### config.mk
export PLATFORM = sky130hd
export DESIGN_NAME = exc_entry_seq
export DESIGN_NICKNAME = d
export VERILOG_FILES = /design/src/rtl/exc_pkg.sv /design/src/rtl/exc_sr_reg.sv /design/src/rtl/exc_sp_bank.sv /design/src/rtl/exc_ctrl.sv /design/src/rtl/exc_entry_seq.sv
export SDC_FILE = /design/constraint.sdc
export NUM_CORES = 1
export LEC_CHECK = 0
export ABC_AREA = 1
export ABC_CLOCK_PERIOD_IN_PS = 2640
export CORE_ASPECT_RATIO = 0.7
export CORE_MARGIN = 3
export CORE_UTILIZATION = 36
export CTS_BUF_LIST = sky130_fd_sc_hd__clkbuf_8
export CTS_CLUSTER_DIAMETER = 60
export CTS_CLUSTER_SIZE = 12
export DETAILED_ROUTE_END_ITERATION = 10
export GPL_TIMING_DRIVEN = 1
export PLACE_DENSITY = 0.76
export SYNTH_ARGS = -nofsm -noshare
export SYNTH_HDL_FRONTEND = slang
export SYNTH_HIERARCHICAL = 1
export SYNTH_SLANG_ARGS = --single-unit
### constraint.sdc
create_clock -name clk -period 2.64 [get_ports clk]
set_input_delay 0.528 -clock clk [delete_from_list [all_inputs] [get_ports clk]]
set_output_delay 0.528 -clock clk [all_outputs]
set_load 0.01 [all_outputs]
### src/rtl/exc_pkg.sv
package exc_pkg;
  typedef enum logic [2:0] {
    S_IDLE,
    S_PUSH0,
    S_PUSH1,
    S_FETCH,
    S_LATCH
  } seq_st_t;

  localparam int unsigned SR_W      = 16;
  localparam int unsigned SR_TRACE  = 15;
  localparam int unsigned SR_SUPER  = 13;
  localparam int unsigned SR_MASTER = 12;
  localparam logic [15:0] SR_KEEP   = 16'hB7FF;
  localparam logic [3:0]  FRAME_FMT = 4'h4;
  localparam logic [31:0] FRAME_BYTES = 32'd8;
endpackage

### src/rtl/exc_sr_reg.sv
module exc_sr_reg
  import exc_pkg::*;
#(
  parameter logic [15:0] RESET_SR = 16'h2700
) (
  input  logic        clk,
  input  logic        rst_n,
  input  logic        entry,
  input  logic        ent_irq,
  input  logic [2:0]  lvl,
  input  logic        rte_ld,
  input  logic [15:0] rte_val,
  input  logic        srw,
  input  logic [15:0] wr_val,
  output logic [15:0] sr_q,
  output logic        swap
);
  logic [15:0] sr_d;
  logic        sr_en;

  always_comb begin
    sr_d  = sr_q;
    sr_en = 1'b0;
    if (entry) begin
      sr_en = 1'b1;
      sr_d[SR_SUPER] = 1'b1;
      sr_d[SR_TRACE] = 1'b0;
      if (ent_irq) begin
        sr_d[SR_MASTER] = 1'b0;
        sr_d[10:8]      = lvl;
      end
    end else if (rte_ld) begin
      sr_en = 1'b1;
      sr_d  = rte_val & SR_KEEP;
    end else if (srw) begin
      sr_en = 1'b1;
      if (sr_q[SR_SUPER]) sr_d = wr_val & SR_KEEP;
      else                sr_d = {sr_q[15:8], wr_val[7:0]};
    end
    swap = sr_en & (sr_d[SR_SUPER] ^ sr_q[SR_SUPER]);
  end

  always_ff @(posedge clk or negedge rst_n) begin
    if (!rst_n)     sr_q <= RESET_SR & SR_KEEP;
    else if (sr_en) sr_q <= sr_d;
  end


  entry_super_chk: assert property (@(posedge clk) disable iff (!rst_n)
    entry |=> (sr_q[SR_SUPER] && !sr_q[SR_TRACE]));


  irq_mask_chk: assert property (@(posedge clk) disable iff (!rst_n)
    (entry && ent_irq) |=> (sr_q[10:8] == $past(lvl) && !sr_q[SR_MASTER]));


  rsv_zero_chk: assert property (@(posedge clk) disable iff (!rst_n)
    (sr_q[14] == 1'b0 && sr_q[11] == 1'b0));


  user_byte_chk: assert property (@(posedge clk) disable iff (!rst_n)
    (srw && !entry && !rte_ld && !sr_q[SR_SUPER]) |=> (sr_q[15:8] == $past(sr_q[15:8])));
endmodule

### src/rtl/exc_sp_bank.sv
module exc_sp_bank
  import exc_pkg::*;
#(
  parameter int unsigned AW = 32
) (
  input  logic          clk,
  input  logic          rst_n,
  input  logic          swap,
  input  logic          dec,
  input  logic          wr_en,
  input  logic [AW-1:0] wr_data,
  output logic [AW-1:0] act_q,
  output logic [AW-1:0] oth_q
);
  logic [AW-1:0] act_d, oth_d;
  logic          en;

  always_comb begin
    act_d = act_q;
    oth_d = oth_q;
    en    = swap | dec | wr_en;
    if (swap) begin
      act_d = oth_q;
      oth_d = act_q;
    end else if (dec) begin
      act_d = act_q - AW'(FRAME_BYTES);
    end else if (wr_en) begin
      act_d = wr_data;
    end
  end

  always_ff @(posedge clk or negedge rst_n) begin
    if (!rst_n) begin
      act_q <= '0;
      oth_q <= '0;
    end else if (en) begin
      act_q <= act_d;
      oth_q <= oth_d;
    end
  end


  swap_chk: assert property (@(posedge clk) disable iff (!rst_n)
    swap |=> (act_q == $past(oth_q) && oth_q == $past(act_q)));


  dec_chk: assert property (@(posedge clk) disable iff (!rst_n)
    (dec && !swap) |=> (act_q == $past(act_q) - AW'(FRAME_BYTES)));
endmodule

### src/rtl/exc_ctrl.sv
module exc_ctrl
  import exc_pkg::*;
#(
  parameter int unsigned VW       = 8,
  parameter int unsigned PRIV_VEC = 8,
  parameter logic [31:0] VBR_MASK = 32'h0080_0000
) (
  input  logic          clk,
  input  logic          rst_n,
  input  logic          exc_req,
  input  logic [VW-1:0] exc_vec,
  input  logic          exc_irq,
  input  logic [31:0]   exc_pc,
  input  logic          rte_req,
  input  logic          sr_wr_en,
  input  logic          vbr_wr_en,
  input  logic [31:0]   vbr_wr_data,
  input  logic          sp_wr_en,
  input  logic [15:0]   sr_q,
  input  logic [31:0]   act_sp,
  input  logic [31:0]   mem_rdata,
  output logic          entry,
  output logic          ent_irq,
  output logic          rte_ld,
  output logic          srw,
  output logic          sp_ld,
  output logic          dec,
  output logic          mem_we,
  output logic [31:0]   mem_waddr,
  output logic [31:0]   mem_wdata,
  output logic          mem_re,
  output logic [31:0]   mem_raddr,
  output logic          busy,
  output logic          done,
  output logic [31:0]   handler_pc
);
  localparam int unsigned PADW = 12 - VW;

  seq_st_t       st_q, st_d;
  logic [VW-1:0] vec_q, ent_vec;
  logic [31:0]   pc_q, vbr_q;
  logic [15:0]   saved_q;
  logic          done_q;
  logic          idle, viol, take, vbr_ld;

  always_comb begin
    idle    = (st_q == S_IDLE);
    viol    = ~sr_q[SR_SUPER] & (rte_req | vbr_wr_en);
    take    = exc_req | viol;
    entry   = idle & take;
    ent_irq = exc_req & exc_irq;
    ent_vec = exc_req ? exc_vec : VW'(PRIV_VEC);
    rte_ld  = idle & ~take & rte_req;
    srw     = idle & ~take & ~rte_req & sr_wr_en;
    vbr_ld  = idle & ~take & ~rte_req & vbr_wr_en;
    sp_ld   = idle & ~take & ~rte_req & ~sr_wr_en & ~vbr_wr_en & sp_wr_en;
  end

  always_comb begin
    st_d = st_q;
    case (st_q)
      S_IDLE:  if (entry) st_d = S_PUSH0;
      S_PUSH0: st_d = S_PUSH1;
      S_PUSH1: st_d = S_FETCH;
      S_FETCH: st_d = S_LATCH;
      S_LATCH: st_d = S_IDLE;
      default: st_d = S_IDLE;
    endcase
  end

  always_comb begin
    dec       = (st_q == S_PUSH0);
    mem_we    = (st_q == S_PUSH0) | (st_q == S_PUSH1);
    mem_waddr = (st_q == S_PUSH0) ? act_sp - FRAME_BYTES : act_sp + 32'd4;
    mem_wdata = (st_q == S_PUSH0) ? {FRAME_FMT, {PADW{1'b0}}, vec_q, saved_q} : pc_q;
    mem_re    = (st_q == S_FETCH);
    mem_raddr = vbr_q + {{(30-VW){1'b0}}, vec_q, 2'b00};
    busy      = ~idle;
    done      = done_q;
  end

  always_ff @(posedge clk or negedge rst_n) begin
    if (!rst_n) begin
      st_q       <= S_IDLE;
      vec_q      <= '0;
      pc_q       <= '0;
      saved_q    <= '0;
      vbr_q      <= '0;
      done_q     <= 1'b0;
      handler_pc <= '0;
    end else begin
      st_q   <= st_d;
      done_q <= (st_q == S_LATCH);
      if (entry) begin
        vec_q   <= ent_vec;
        pc_q    <= exc_pc;
        saved_q <= sr_q;
      end
      if (vbr_ld) vbr_q <= vbr_wr_data & VBR_MASK;
      if (st_q == S_LATCH) handler_pc <= mem_rdata;
    end
  end


  busy_after_entry_chk: assert property (@(posedge clk) disable iff (!rst_n)
    entry |=> busy);


  second_word_chk: assert property (@(posedge clk) disable iff (!rst_n)
    (st_q == S_PUSH0) |=> (mem_we && mem_waddr == $past(mem_waddr) + 32'd4));


  fetch_done_chk: assert property (@(posedge clk) disable iff (!rst_n)
    mem_re |=> (!mem_re ##1 done_q));


  vbr_legal_chk: assert property (@(posedge clk) disable iff (!rst_n)
    ((vbr_q & ~VBR_MASK) == 32'd0));
endmodule

### src/rtl/exc_entry_seq.sv
module exc_entry_seq
  import exc_pkg::*;
#(
  parameter int unsigned VW       = 8,
  parameter int unsigned PRIV_VEC = 8,
  parameter logic [15:0] RESET_SR = 16'h2700,
  parameter logic [31:0] VBR_MASK = 32'h0080_0000
) (
  input  logic          clk,
  input  logic          rst_n,
  input  logic          exc_req,
  input  logic [VW-1:0] exc_vec,
  input  logic          exc_irq,
  input  logic [2:0]    exc_lvl,
  input  logic [31:0]   exc_pc,
  input  logic          rte_req,
  input  logic [15:0]   rte_sr,
  input  logic          sr_wr_en,
  input  logic [15:0]   sr_wr_data,
  input  logic          vbr_wr_en,
  input  logic [31:0]   vbr_wr_data,
  input  logic          sp_wr_en,
  input  logic [31:0]   sp_wr_data,
  output logic          mem_we,
  output logic [31:0]   mem_waddr,
  output logic [31:0]   mem_wdata,
  output logic          mem_re,
  output logic [31:0]   mem_raddr,
  input  logic [31:0]   mem_rdata,
  output logic          busy,
  output logic          done,
  output logic [31:0]   handler_pc,
  output logic [15:0]   sr,
  output logic          supervisor,
  output logic [31:0]   active_sp
);
  logic        entry, ent_irq, rte_ld, srw, sp_ld, dec, swap;
  logic [15:0] sr_q;
  logic [31:0] act_q, oth_q;

  exc_ctrl #(.VW(VW), .PRIV_VEC(PRIV_VEC), .VBR_MASK(VBR_MASK)) u_ctrl (
    .clk(clk), .rst_n(rst_n),
    .exc_req(exc_req), .exc_vec(exc_vec), .exc_irq(exc_irq), .exc_pc(exc_pc),
    .rte_req(rte_req), .sr_wr_en(sr_wr_en),
    .vbr_wr_en(vbr_wr_en), .vbr_wr_data(vbr_wr_data), .sp_wr_en(sp_wr_en),
    .sr_q(sr_q), .act_sp(act_q), .mem_rdata(mem_rdata),
    .entry(entry), .ent_irq(ent_irq), .rte_ld(rte_ld), .srw(srw),
    .sp_ld(sp_ld), .dec(dec),
    .mem_we(mem_we), .mem_waddr(mem_waddr), .mem_wdata(mem_wdata),
    .mem_re(mem_re), .mem_raddr(mem_raddr),
    .busy(busy), .done(done), .handler_pc(handler_pc)
  );

  exc_sr_reg #(.RESET_SR(RESET_SR)) u_sr (
    .clk(clk), .rst_n(rst_n),
    .entry(entry), .ent_irq(ent_irq), .lvl(exc_lvl),
    .rte_ld(rte_ld), .rte_val(rte_sr),
    .srw(srw), .wr_val(sr_wr_data),
    .sr_q(sr_q), .swap(swap)
  );

  exc_sp_bank #(.AW(32)) u_sp (
    .clk(clk), .rst_n(rst_n),
    .swap(swap), .dec(dec), .wr_en(sp_ld), .wr_data(sp_wr_data),
    .act_q(act_q), .oth_q(oth_q)
  );

  assign sr         = sr_q;
  assign supervisor = sr_q[SR_SUPER];
  assign active_sp  = act_q;


  no_update_busy_chk: assert property (@(posedge clk) disable iff (!rst_n)
    (busy && !dec) |=> (sr_q == $past(sr_q) && act_q == $past(act_q)));
endmodule

* After elaboration in Yosys (flattened, before gate mapping)
Cells that the tools add are included. Widths: inputs -> output; s select.
Operators by class: add/sub/neg operators 3, equality and inequality tests 6, muxes and demuxes 19, bitwise gates (word level) 25, reduce and logical (&&, ||, !) cells 12
Operators with widths (count):
- $mux 32 | 5
- $mux 16 | 3
- $add 32x3->32 const B | 1
- $sub 32x4->32 const B | 1
- $add 24x10->25 | 1
- $and 1x1->1 | 12
- $pmux 3 s4 | 1
- $mux 3 | 3
- $reduce_bool 3->1 | 3
- $mux 8 | 1
- $reduce_and 4->1 | 2
- $not 1->1 | 7
- $eq 3x2->1 const B | 2
- $reduce_and 3->1 | 2
- $mux 1 | 5
- $or 1x1->1 | 5
- $reduce_and 2->1 | 2
- $reduce_bool 2->1 | 2
- $eq 3x1->1 const B | 1
- $eq 3x3->1 const B | 1
- $logic_not 3->1 | 1
- $mux 2 | 1
- $ne 2x1->1 const B | 1
- $ne 2x2->1 const B | 1
- $xor 1x1->1 | 1
Word-level totals: bits in registers 173, input port bits 179, output and inout port bits 181

* Longest topological paths before layout
Gate-level depths: netlist (run 1).
depth after elaboration 15, depth in mapped cells 20, gate-level depth less buffers 18

* By module
Netlist (run 1), hierarchy kept.
By module, submodules not included:
- exc_ctrl | instances 1, cells an instance 933, area each 5969.5 sq um, sequential area each 2327.2 sq um
- exc_sp_bank | instances 1, cells an instance 453, area each 3523.4 sq um, sequential area each 1601.5 sq um
- exc_sr_reg | instances 1, cells an instance 117, area each 832.0 sq um, sequential area each 355.3 sq um
- exc_entry_seq | instances 1, cells an instance 1, area each 7.5 sq um, sequential area each 0.0 sq um

* Worst setup path before layout (run 1)
No wires, ideal clock.
path kind register -> register, from register u_sr.sr_q[13], to register u_sp.act_q[10], library setup time 0.139 ns, data arrival time 2.546 ns, data required time 2.501 ns, slack -0.045 ns, stages on the path, launching flop included 19, path buffers 1, path through dfstp_2 > inv_1 > o21ai_0 > nand2_1 > nor2_1 > nand2_1 > nor2_1 > nand2_1 > nand2_1 > nand2_1 > nand2_1 > nand2_1 > inv_1 > nor2_4 > inv_2 > nor2_4 > buf_2 > a221oi_1 > a22oi_1
On the way: cells in the longest elaborated chain, start to end 15
RTL lines:
- start, declared | line exc_sr_reg.sv:15 | output logic [15:0] sr_q,
- start signal, assigned | line exc_sr_reg.sv:44 | if (!rst_n) sr_q <= RESET_SR & SR_KEEP;
- start signal, assigned | line exc_sr_reg.sv:45 | else if (sr_en) sr_q <= sr_d;
- $not 1->1 * | line exc_ctrl.sv:48 | viol = ~sr_q[SR_SUPER] & (rte_req | vbr_wr_en);
- $and 1x1->1 * | line exc_ctrl.sv:48
- $or 1x1->1 * | line exc_ctrl.sv:49 | take = exc_req | viol;
- $not 1->1 * | line exc_ctrl.sv:54 | srw = idle & ~take & ~rte_req & sr_wr_en;
- $and 1x1->1 * (3 in a row) | line exc_ctrl.sv:54
- named net srw | line exc_entry_seq.sv:37 | logic entry, ent_irq, rte_ld, srw, sp_ld, dec, swap;
- $mux 16 | line exc_sr_reg.sv:35 | end else if (srw) begin
- $mux 16 | line exc_sr_reg.sv:32 | end else if (rte_ld) begin
- $mux 2 | line exc_sr_reg.sv:24 | if (entry) begin
- $xor 1x1->1 | line exc_sr_reg.sv:40 | swap = sr_en & (sr_d[SR_SUPER] ^ sr_q[SR_SUPER]);
- $and 1x1->1 * | line exc_sr_reg.sv:40
- named net swap | line exc_entry_seq.sv:37
- $or 1x1->1 (2 in a row) | line exc_sp_bank.sv:21 | en = swap | dec | wr_en;
- $reduce_and 2->1 (no source line)
- end signal, assigned | line exc_sp_bank.sv:37 | act_q <= act_d;
- end, declared | line exc_sp_bank.sv:12 | output logic [AW-1:0] act_q,
The timed path passes the listed nets; every way through them passes the cells marked *. The select of a mux whose other input is x is not followed. A chain may end at the register's enable or synchronous reset.

* Worst setup path after layout (run 1)
from register u_sp.act_q[3], to output port mem_waddr[24]
On the way: cells in the longest elaborated chain, start to end 2
RTL lines:
- $add 32x3->32 / $sub 32x4->32 (equally long branches) | line exc_ctrl.sv:74 | mem_waddr = (st_q == S_PUSH0) ? act_sp - FRAME_BYTES : act_sp + 32'd4;
- $mux 32 * | line exc_ctrl.sv:74
- end, declared | line exc_entry_seq.sv:25 | output logic [31:0] mem_waddr,
Mark *: on every way between the ends. The rest lies on a longest branch, timed or not.

==> results of run 1 <==
-- kinds of logic after synthesis --
group	after synthesis	share of synthesized area [%]
fa+ha+maj	4	0.484
flops	171	41.5
other cells	2	0.0727
buf+inv	193	8.99
simple gates	934	36.7
xor+xnor	27	2.29
compound gates	173	10.0
-- final timing paths --
check,from,endpoint,cells past startpoint
max,u_sp/act_q[3],mem_waddr[24],11
min,u_ctrl/handler_pc[10],u_ctrl/handler_pc[10],2
max reg2reg,u_sr/sr_q[13],u_sp/act_q[18],19
min reg2reg,u_ctrl/handler_pc[10],u_ctrl/handler_pc[10],2
max in group asynchronous,rst_n,u_sr/sr_q[9],3
min in group asynchronous,rst_n,u_sp/oth_q[20],2
-- final cells by class --
class | instances | area, um2 | share of cell area (%)
Inverter | 110 | 440 | 2.79
Multi-Input combinational cell | 1164 | 5870 | 37.2
Sequential cell | 171 | 4310 | 27.4
Antenna cell | 1 | 2.50 | 0.0159
Timing Repair Buffer | 452 | 4270 | 27.1
Tap cell | 371 | 464 | 2.94
Clock buffer | 18 | 248 | 1.57
Clock inverter | 14 | 164 | 1.04
-- repair_timing --
item                                    in CTS  in global routing
gates resized for setup                    277                167
hold buffers                                 1                  0
hold endpoints to repair                    41                  0
endpoints found under the setup margin     127                 75
buffers inserted                            42                 17
cloned                                       4                  1
pin swaps                                   22                 48
-- sequential cells by signal (all words and copies together), names as in the netlist --
name and count:
u_ctrl/st_q 3, u_ctrl/pc_q 32, u_sr/sr_q 14, u_ctrl/handler_pc 32, u_ctrl/done 1, u_ctrl/vec_q 8
u_sp/act_q 32, u_ctrl/saved_q 16, u_ctrl/vbr_q 1, u_sp/oth_q 32
-- power groups by stage --
stage / Combinational, mW / Sequential (mW) / Clock (mW)
after floorplan: 5.87 / 5.27 / 0
after global placement: 11.9 / 5.10 / 0
after detailed placement: 12.1 / 5.12 / 0
after CTS: 13.1 / 5.03 / 2.08
after global routing: 15.2 / 5.27 / 2.16
final: 14.0 / 5.12 / 2.02
-- routing by layer --
metal  routed length [um]  vias to the layer above  track usage [%]
met4                  837                        0             7.07
met3                 4490                       57             9.40
met1                16700                     5440             32.9
met2                18700                      544             40.2
met5                    0                        -                0
li1                     -                     5528                -
-- placed cells by master, fill, tap and decap left out, types with 4 or more instances in the layout --
master / Yosys / routed
nand2_1: 641 / 603
nor2_1: 183 / 128
inv_4: 0 / 8
o21ai_1: 32 / 34
clkdlybuf4s50_1: 0 / 235
conb_1: 2 / 25
nor2_2: 17 / 43
a221oi_1: 26 / 10
nand2_2: 14 / 44
nand4_1: 17 / 17
buf_12: 0 / 15
nand2_4: 3 / 10
dfrtp_1: 167 / 143
a221oi_2: 0 / 16
nor2_4: 6 / 36
inv_2: 15 / 17
inv_1: 94 / 86
nand3_1: 46 / 44
buf_6: 2 / 24
a22oi_1: 18 / 17
buf_2: 31 / 15
a21oi_1: 35 / 34
xnor2_1: 10 / 9
o21ai_0: 57 / 47
dfstp_2: 4 / 4
o21ai_2: 1 / 8
clkbuf_8: 1 / 18
clkbuf_2: 1 / 17
buf_4: 37 / 118
dfrtp_2: 0 / 24
dlygate4sd2_1: 0 / 17
inv_8: 0 / 4
xor2_1: 17 / 17
-- tightest hold or removal path, cell delays in order (launching register included) --
cell and delay, ns:
dfrtp_1 0.35, nand2_1 0.05, nand2_1 0.05
==> flow_metrics.env, run 1 <==
export IMPL_drv_slew=0
export IMPL_firstDrtPassIters=5
export IMPL_drc_errors=0
export IMPL_p_int_mw=11.0
export IMPL_period_share_pct=101
export IMPL_cts_made_buffers=17
export IMPL_gp_congestion=0.974
export IMPL_violations="setup timing"
export IMPL_finalWirelength_um=40800
export IMPL_rrSetupSlack_ns=0.07
export IMPL_core_area_um2=28000
export IMPL_seqPwrFrac_pct=24.2
export IMPL_synth_ff_type="dfrtp_1"
export IMPL_finalPower_mw=21.2
export IMPL_fin_util_pct=56.3
export IMPL_drv_cap=0
export IMPL_synth_top_area_share_pct=40.4
export IMPL_drt_iter0_drc=1045
export IMPL_path_cells="buf_4 > ha_4 > inv_4 > nor3_2 > buf_4 > nand2_1 > nand2_1 > nand2_1 > nand2_1 > nand2_2 > clkdlybuf4s15_2"
export IMPL_status="finished, violations left"
export IMPL_io_pins=360
export IMPL_whs_ns=0.480
export IMPL_yosys_area_top_type="dfrtp_1"
export IMPL_die_y_um=148
export IMPL_async_flop_share_pct=100
export IMPL_dp_cells=2205
export IMPL_slowest_stage="dfrtp_1"
export IMPL_crit_type="reg2out"
export IMPL_cts_root_buf="clkbuf_8"
export IMPL_synth_most_common_cell="nand2_1"
export IMPL_slew_headroom_pct=53.0
export IMPL_instances_no_fill=2301
export IMPL_hp_class="reg2reg"
export IMPL_crit_path_max_incr_delay_ns=0.38
export IMPL_num_rows=51
export IMPL_synth_edff_count=0
export IMPL_initial_core_util_pct=36.9
export IMPL_synthCells=1504
export IMPL_finalSetupViolations=3
export IMPL_clockBufferDepth=2
export IMPL_crit_path_frequent_cell="nand2_1"
export IMPL_grt_pass1_wl_um=61500
export IMPL_rsz0062_at_grt="true"
export IMPL_track_usage_pct=25.4
export IMPL_path_clk_slew_ns=0.10
export IMPL_htree_levels=4
export IMPL_power_switching_mw=10.1
export IMPL_nets=2099
export IMPL_post_dp_hpwl_um=28900
export IMPL_fillers=2516
export IMPL_antenna_found_initial=1
export IMPL_area_growth_pct=52.7
export IMPL_clock_skew_ns=0.0124
export IMPL_grt_ovfl_total=0
export IMPL_critPathCaptureType="output port"
export IMPL_grt_start_max_net_pins=69
export IMPL_synthTopCellsByCount="nand2_1 (641), nor2_1 (183), dfrtp_1 (167), inv_1 (94), o21ai_0 (57)"
export IMPL_ys_ff_latch=171
export IMPL_worstPathRequired_ns=2.11
export IMPL_placed_area_um2=14100
export IMPL_num_vias=11569
export IMPL_p_leak_nw=7.51
export IMPL_worst_path_buf_inv=4
export IMPL_die_area_um2=30800
export IMPL_crit_fanout=4
export IMPL_syn_avg_cell_area_um2=6.87
export IMPL_routed_via_density=5.03
export IMPL_worstMarginPinSlew_ns=0.705
export IMPL_synth_cell_types=38
export IMPL_grt_pass1_vias=11111
export IMPL_finish_instance_area_um2=15800
export IMPL_p_comb_share_pct=66.3
export IMPL_tns_ns=-0.0209
export IMPL_peakVddDrop_uv=738
export IMPL_synth_area_um2=10300
export IMPL_portBuffers=299
export IMPL_fmax_mhz=376
export IMPL_yosys_warnings=6
export IMPL_period_minus_slack_ns=2.66
export IMPL_worstPathArrival_ns=2.13
export IMPL_insertion_delay_ns=0.50
export IMPL_die_w_um=208
export IMPL_drive_gt1_share_pct=23.4
export IMPL_cts_num_sinks=171
export IMPL_wire_per_inst_um=17.7
export IMPL_yosysSeqAreaShare_pct=41.5
export IMPL_synth_area_leaders="dfrtp_1 (40%), nand2_1 (23%), nor2_1 (6.6%)"
export IMPL_path_delay_family="buffers and inverters"
export IMPL_power_density_nw_per_um2=1340
export IMPL_worst_slack_ns=-0.0179
export IMPL_p_clk_share_pct=9.5
export IMPL_swShare_pct=47.8
export IMPL_dp_worst_setup_slack_ns=-0.998
export IMPL_start_kind="register"
export IMPL_hold_violations=0
export IMPL_cts_tree="yes"
export IMPL_drtAntennaViolNets=0
(Power assumes the default switching activity.)
==> run 2, diff against run 1 <==
--- a/config.mk
+++ b/config.mk
@@ -5,7 +5,7 @@
 export SDC_FILE = /design/constraint.sdc
 export NUM_CORES = 1
 export LEC_CHECK = 0
-export ABC_AREA = 1
+export ABC_AREA = 0
 export ABC_CLOCK_PERIOD_IN_PS = 2640
 export CORE_ASPECT_RATIO = 0.7
 export CORE_MARGIN = 3
@@ -15,7 +15,7 @@
 export CTS_CLUSTER_SIZE = 12
 export DETAILED_ROUTE_END_ITERATION = 10
 export GPL_TIMING_DRIVEN = 1
-export PLACE_DENSITY = 0.76
+export PLACE_DENSITY = 0.77
 export SYNTH_ARGS = -nofsm -noshare
 export SYNTH_HDL_FRONTEND = slang
 export SYNTH_HIERARCHICAL = 1
==> run 2 against run 1 <==
  * The flow still finishes with violations (setup timing)
  * Core utilization rose by 7.0 points
  * First-iteration DRC count fell by 17%
  * Wire length fell by 6.5%
  * Synthesized cell count fell by 36%
  * Count of clock-buffer cells in the layout fell by 1
  * Via count fell by 14%
  * Synthesized area fell by 7.8%
  * Sequential cell count did not move
  * Register-to-register slack got worse by 0.30 ns
  * Critical path type unchanged
  * Critical endpoint is now mem_waddr[28]
  * Largest cell class unchanged
==> flow_metrics.env, run 2 <==
export IMPL_status="finished, violations left"
export IMPL_violations="setup timing"
export IMPL_path_clk_slew_ns=0.11
export IMPL_worst_r2r_endpoint="u_sp/act_q[21]"
export IMPL_antenna_found_initial=1
export IMPL_synth_most_common_cell="dfrtp_1"
export IMPL_p_leak_nw=7.06
export IMPL_io_pins=360
export IMPL_drive_gt1_share_pct=44.0
export IMPL_crit_fanout=5
export IMPL_track_usage_pct=25.4
export IMPL_worstMarginPinSlew_ns=0.703
export IMPL_hp_class="in2async"
export IMPL_drtAntennaViolNets=0
export IMPL_finish_instance_area_um2=16400
export IMPL_cts_tree="yes"
export IMPL_peakVddDrop_uv=589
export IMPL_rsz0062_at_grt="true"
export IMPL_worst_r2r_cell_count=14
export IMPL_p_comb_share_pct=67.5
export IMPL_antennaDiodeCount=0
export IMPL_drc_errors=0
export IMPL_slew_headroom_pct=53.1
export IMPL_num_vias=9923
export IMPL_crit_type="reg2out"
export IMPL_gp_congestion=0.940
export IMPL_insertion_delay_ns=0.47
export IMPL_synth_area_leaders="dfrtp_1 (44%), mux2_2 (13%), nand2_1 (5.1%)"
export IMPL_whs_ns=0.0418
export IMPL_die_w_um=200
export IMPL_finalWirelength_um=38100
export IMPL_period_share_pct=120
export IMPL_grt_pass1_vias=10041
export IMPL_yosysSeqAreaShare_pct=45.0
export IMPL_seqPwrFrac_pct=23.5
export IMPL_p_int_mw=12.4
export IMPL_synth_cell_types=77
export IMPL_die_area_um2=28500
export IMPL_grt_busiest_layer="met2"
export IMPL_drv_cap=0
export IMPL_synth_area_um2=9520
export IMPL_cts_made_buffers=17
export IMPL_worst_slack_ns=-0.522
export IMPL_hold_violations=0
export IMPL_rr_startpoint="u_ctrl/st_q[2]"
export IMPL_fin_util_pct=63.3
export IMPL_rrSetupSlack_ns=-0.23
export IMPL_power_density_nw_per_um2=1290
export IMPL_synthCells=956
export IMPL_fmax_mhz=316
export IMPL_met3_usage_pct=8.48
export IMPL_final_cell_mix="clkdlybuf4s50_1 (234), dfrtp_1 (158), buf_4 (145)"
export IMPL_drv_slew=0
export IMPL_clockBufferDepth=2
export IMPL_start_kind="register"
export IMPL_num_rows=49
export IMPL_post_dp_hpwl_um=25600
export IMPL_cts_hold_buf=0
export IMPL_htree_levels=4
export IMPL_grt_pass1_wl_um=57100
export IMPL_yosys_warnings=6
export IMPL_grtUsageMet2_pct=39.8
export IMPL_cts_num_sinks=171
export IMPL_finalSetupViolations=101
export IMPL_async_flop_share_pct=100
export IMPL_drt_iter0_drc=872
export IMPL_grt_ovfl_total=0
export IMPL_power_switching_mw=8.72
export IMPL_syn_avg_cell_area_um2=9.96
export IMPL_critPathCaptureType="output port"
export IMPL_nets=1630
export IMPL_layout_commonest_cell="clkdlybuf4s50_1"
export IMPL_routed_via_density=5.46
export IMPL_synth_top_area_share_pct=43.9
export IMPL_firstDrtPassIters=7
export IMPL_core_area_um2=25900
export IMPL_swShare_pct=41.3
export IMPL_tns_ns=-18.20
export IMPL_placed_area_um2=13800
export IMPL_synth_edff_count=0
export IMPL_synth_ff_type="dfrtp_1"
export IMPL_wire_per_inst_um=21.0
export IMPL_worstPathArrival_ns=2.63
export IMPL_initial_core_util_pct=36.8
export IMPL_p_clk_share_pct=9.0
export IMPL_area_growth_pct=71.9
export IMPL_clock_skew_ns=0.0206
export IMPL_grt_start_max_net_pins=60
export IMPL_ys_ff_latch=171
export IMPL_portBuffers=299
export IMPL_use_met1_pct=34.2
export IMPL_yosys_area_top_type="dfrtp_1"
export IMPL_cts_root_buf="clkbuf_8"
export IMPL_synthTopCellsByCount="dfrtp_1 (167), nand2_1 (129), mux2_2 (113), o21ai_0 (53), nor2_1 (47)"
export IMPL_worstPathRequired_ns=2.11
export IMPL_die_y_um=142
export IMPL_period_minus_slack_ns=3.16
==> run 2: cell types whose count changed in the layout (fill, tap and decap cells not counted), sizes merged, moves of 16 or more <==
| cell | change |
|---|---|
| nand3 | -32 |
| buf | +124 |
| inv | -92 |
| dlygate4sd2 | -16 |
| nand2 | -528 |
| mux2 | +113 |
| nor3 | +28 |
| a221oi | -21 |
| o21ai | -36 |
| nor2 | -161 |
==> run 2: layout make-up <==
cell class	instances	area (um2)
clock buffer	17	234
clock inverter	15	163
fill	1979	9500
inverter	22	115
multi-input combinational	696	5790
sequential	171	4300
tap	357	447
timing repair buffer	539	5330
==> run 2: worst max-delay path by stage <==
stage | startpoint | endpoint | slack (ns)
after floorplan | u_sp/act_q[11] | mem_waddr[30] | -0.08
after global placement | rte_req | u_sp/act_q[12] | -0.55
after detailed placement | rte_req | u_sp/act_q[22] | -0.64
after CTS | u_sp/act_q[3] | mem_waddr[22] | -0.53
after global routing | u_ctrl/st_q[1] | mem_waddr[28] | -0.65
final | u_ctrl/st_q[1] | mem_waddr[28] | -0.52
==> run 2: worst max-delay path: stages (launching register included) <==
cell and delay, ns:
dfrtp_1 0.41, or3b_4 0.42, inv_6 0.08, nand4b_1 0.14, buf_4 0.18, buf_6 0.10, o41a_1 0.37, nor3_2 0.15
xor2_1 0.16, buf_2 0.15
==> run 2: cells by family after synthesis <==
kind of cell	after synthesis	synth area share, %
AND/OR/NAND/NOR	314	16.7
AO/OA/AOI/OAI	202	14.9
flip-flops	171	45.0
multiplexers	117	13.8
buffers and inverters	113	6.03
XOR/XNOR	33	3.04
adder cells (fa/ha/maj)	4	0.526
other	2	0.0789
==> run 2: layer usage <==
layer / part of all wire [%] / vias to the layer above
li1: - / 4379
met1: 42 / 4922
met2: 46 / 545
met3: 9.7 / 75
met4: 2.0 / 2
met5: 0.029 / -
==> run 2: power groups by stage <==
stage | combinational (mW) | clock, mW | sequential, mW
after CTS | 12.9 | 1.96 | 4.87
final | 14.2 | 1.91 | 4.95
after detailed placement | 11.1 | 0 | 4.84
after global placement | 10.9 | 0 | 4.79
after global routing | 15.0 | 2.06 | 5.09
after floorplan | 5.28 | 0 | 5.21
==> run 2: through the flow <==
| stage | setup slack [ns] | total power [mW] | instances |
|---|---|---|---|
| finish | -0.522 | 21.1 | 1817 |
| global route | -0.647 | 22.1 | 1817 |
| CTS | -0.532 | 19.7 | 1786 |
| detailed placement | -0.643 | 16.0 | 1685 |
| global placement | -0.550 | 15.7 | 1685 |
| floorplan | -0.0814 | 10.5 | 979 |
==> run 2: repair_timing <==
| action | CTS | global route |
|---|---|---|
| endpoints found under the setup margin | 111 | 125 |
| buffers inserted | 64 | 35 |
| pin swaps | 76 | 56 |
| gates cloned | 8 | 1 |
| endpoints found under the hold margin | 0 | 0 |
| gates resized for setup | 537 | 106 |
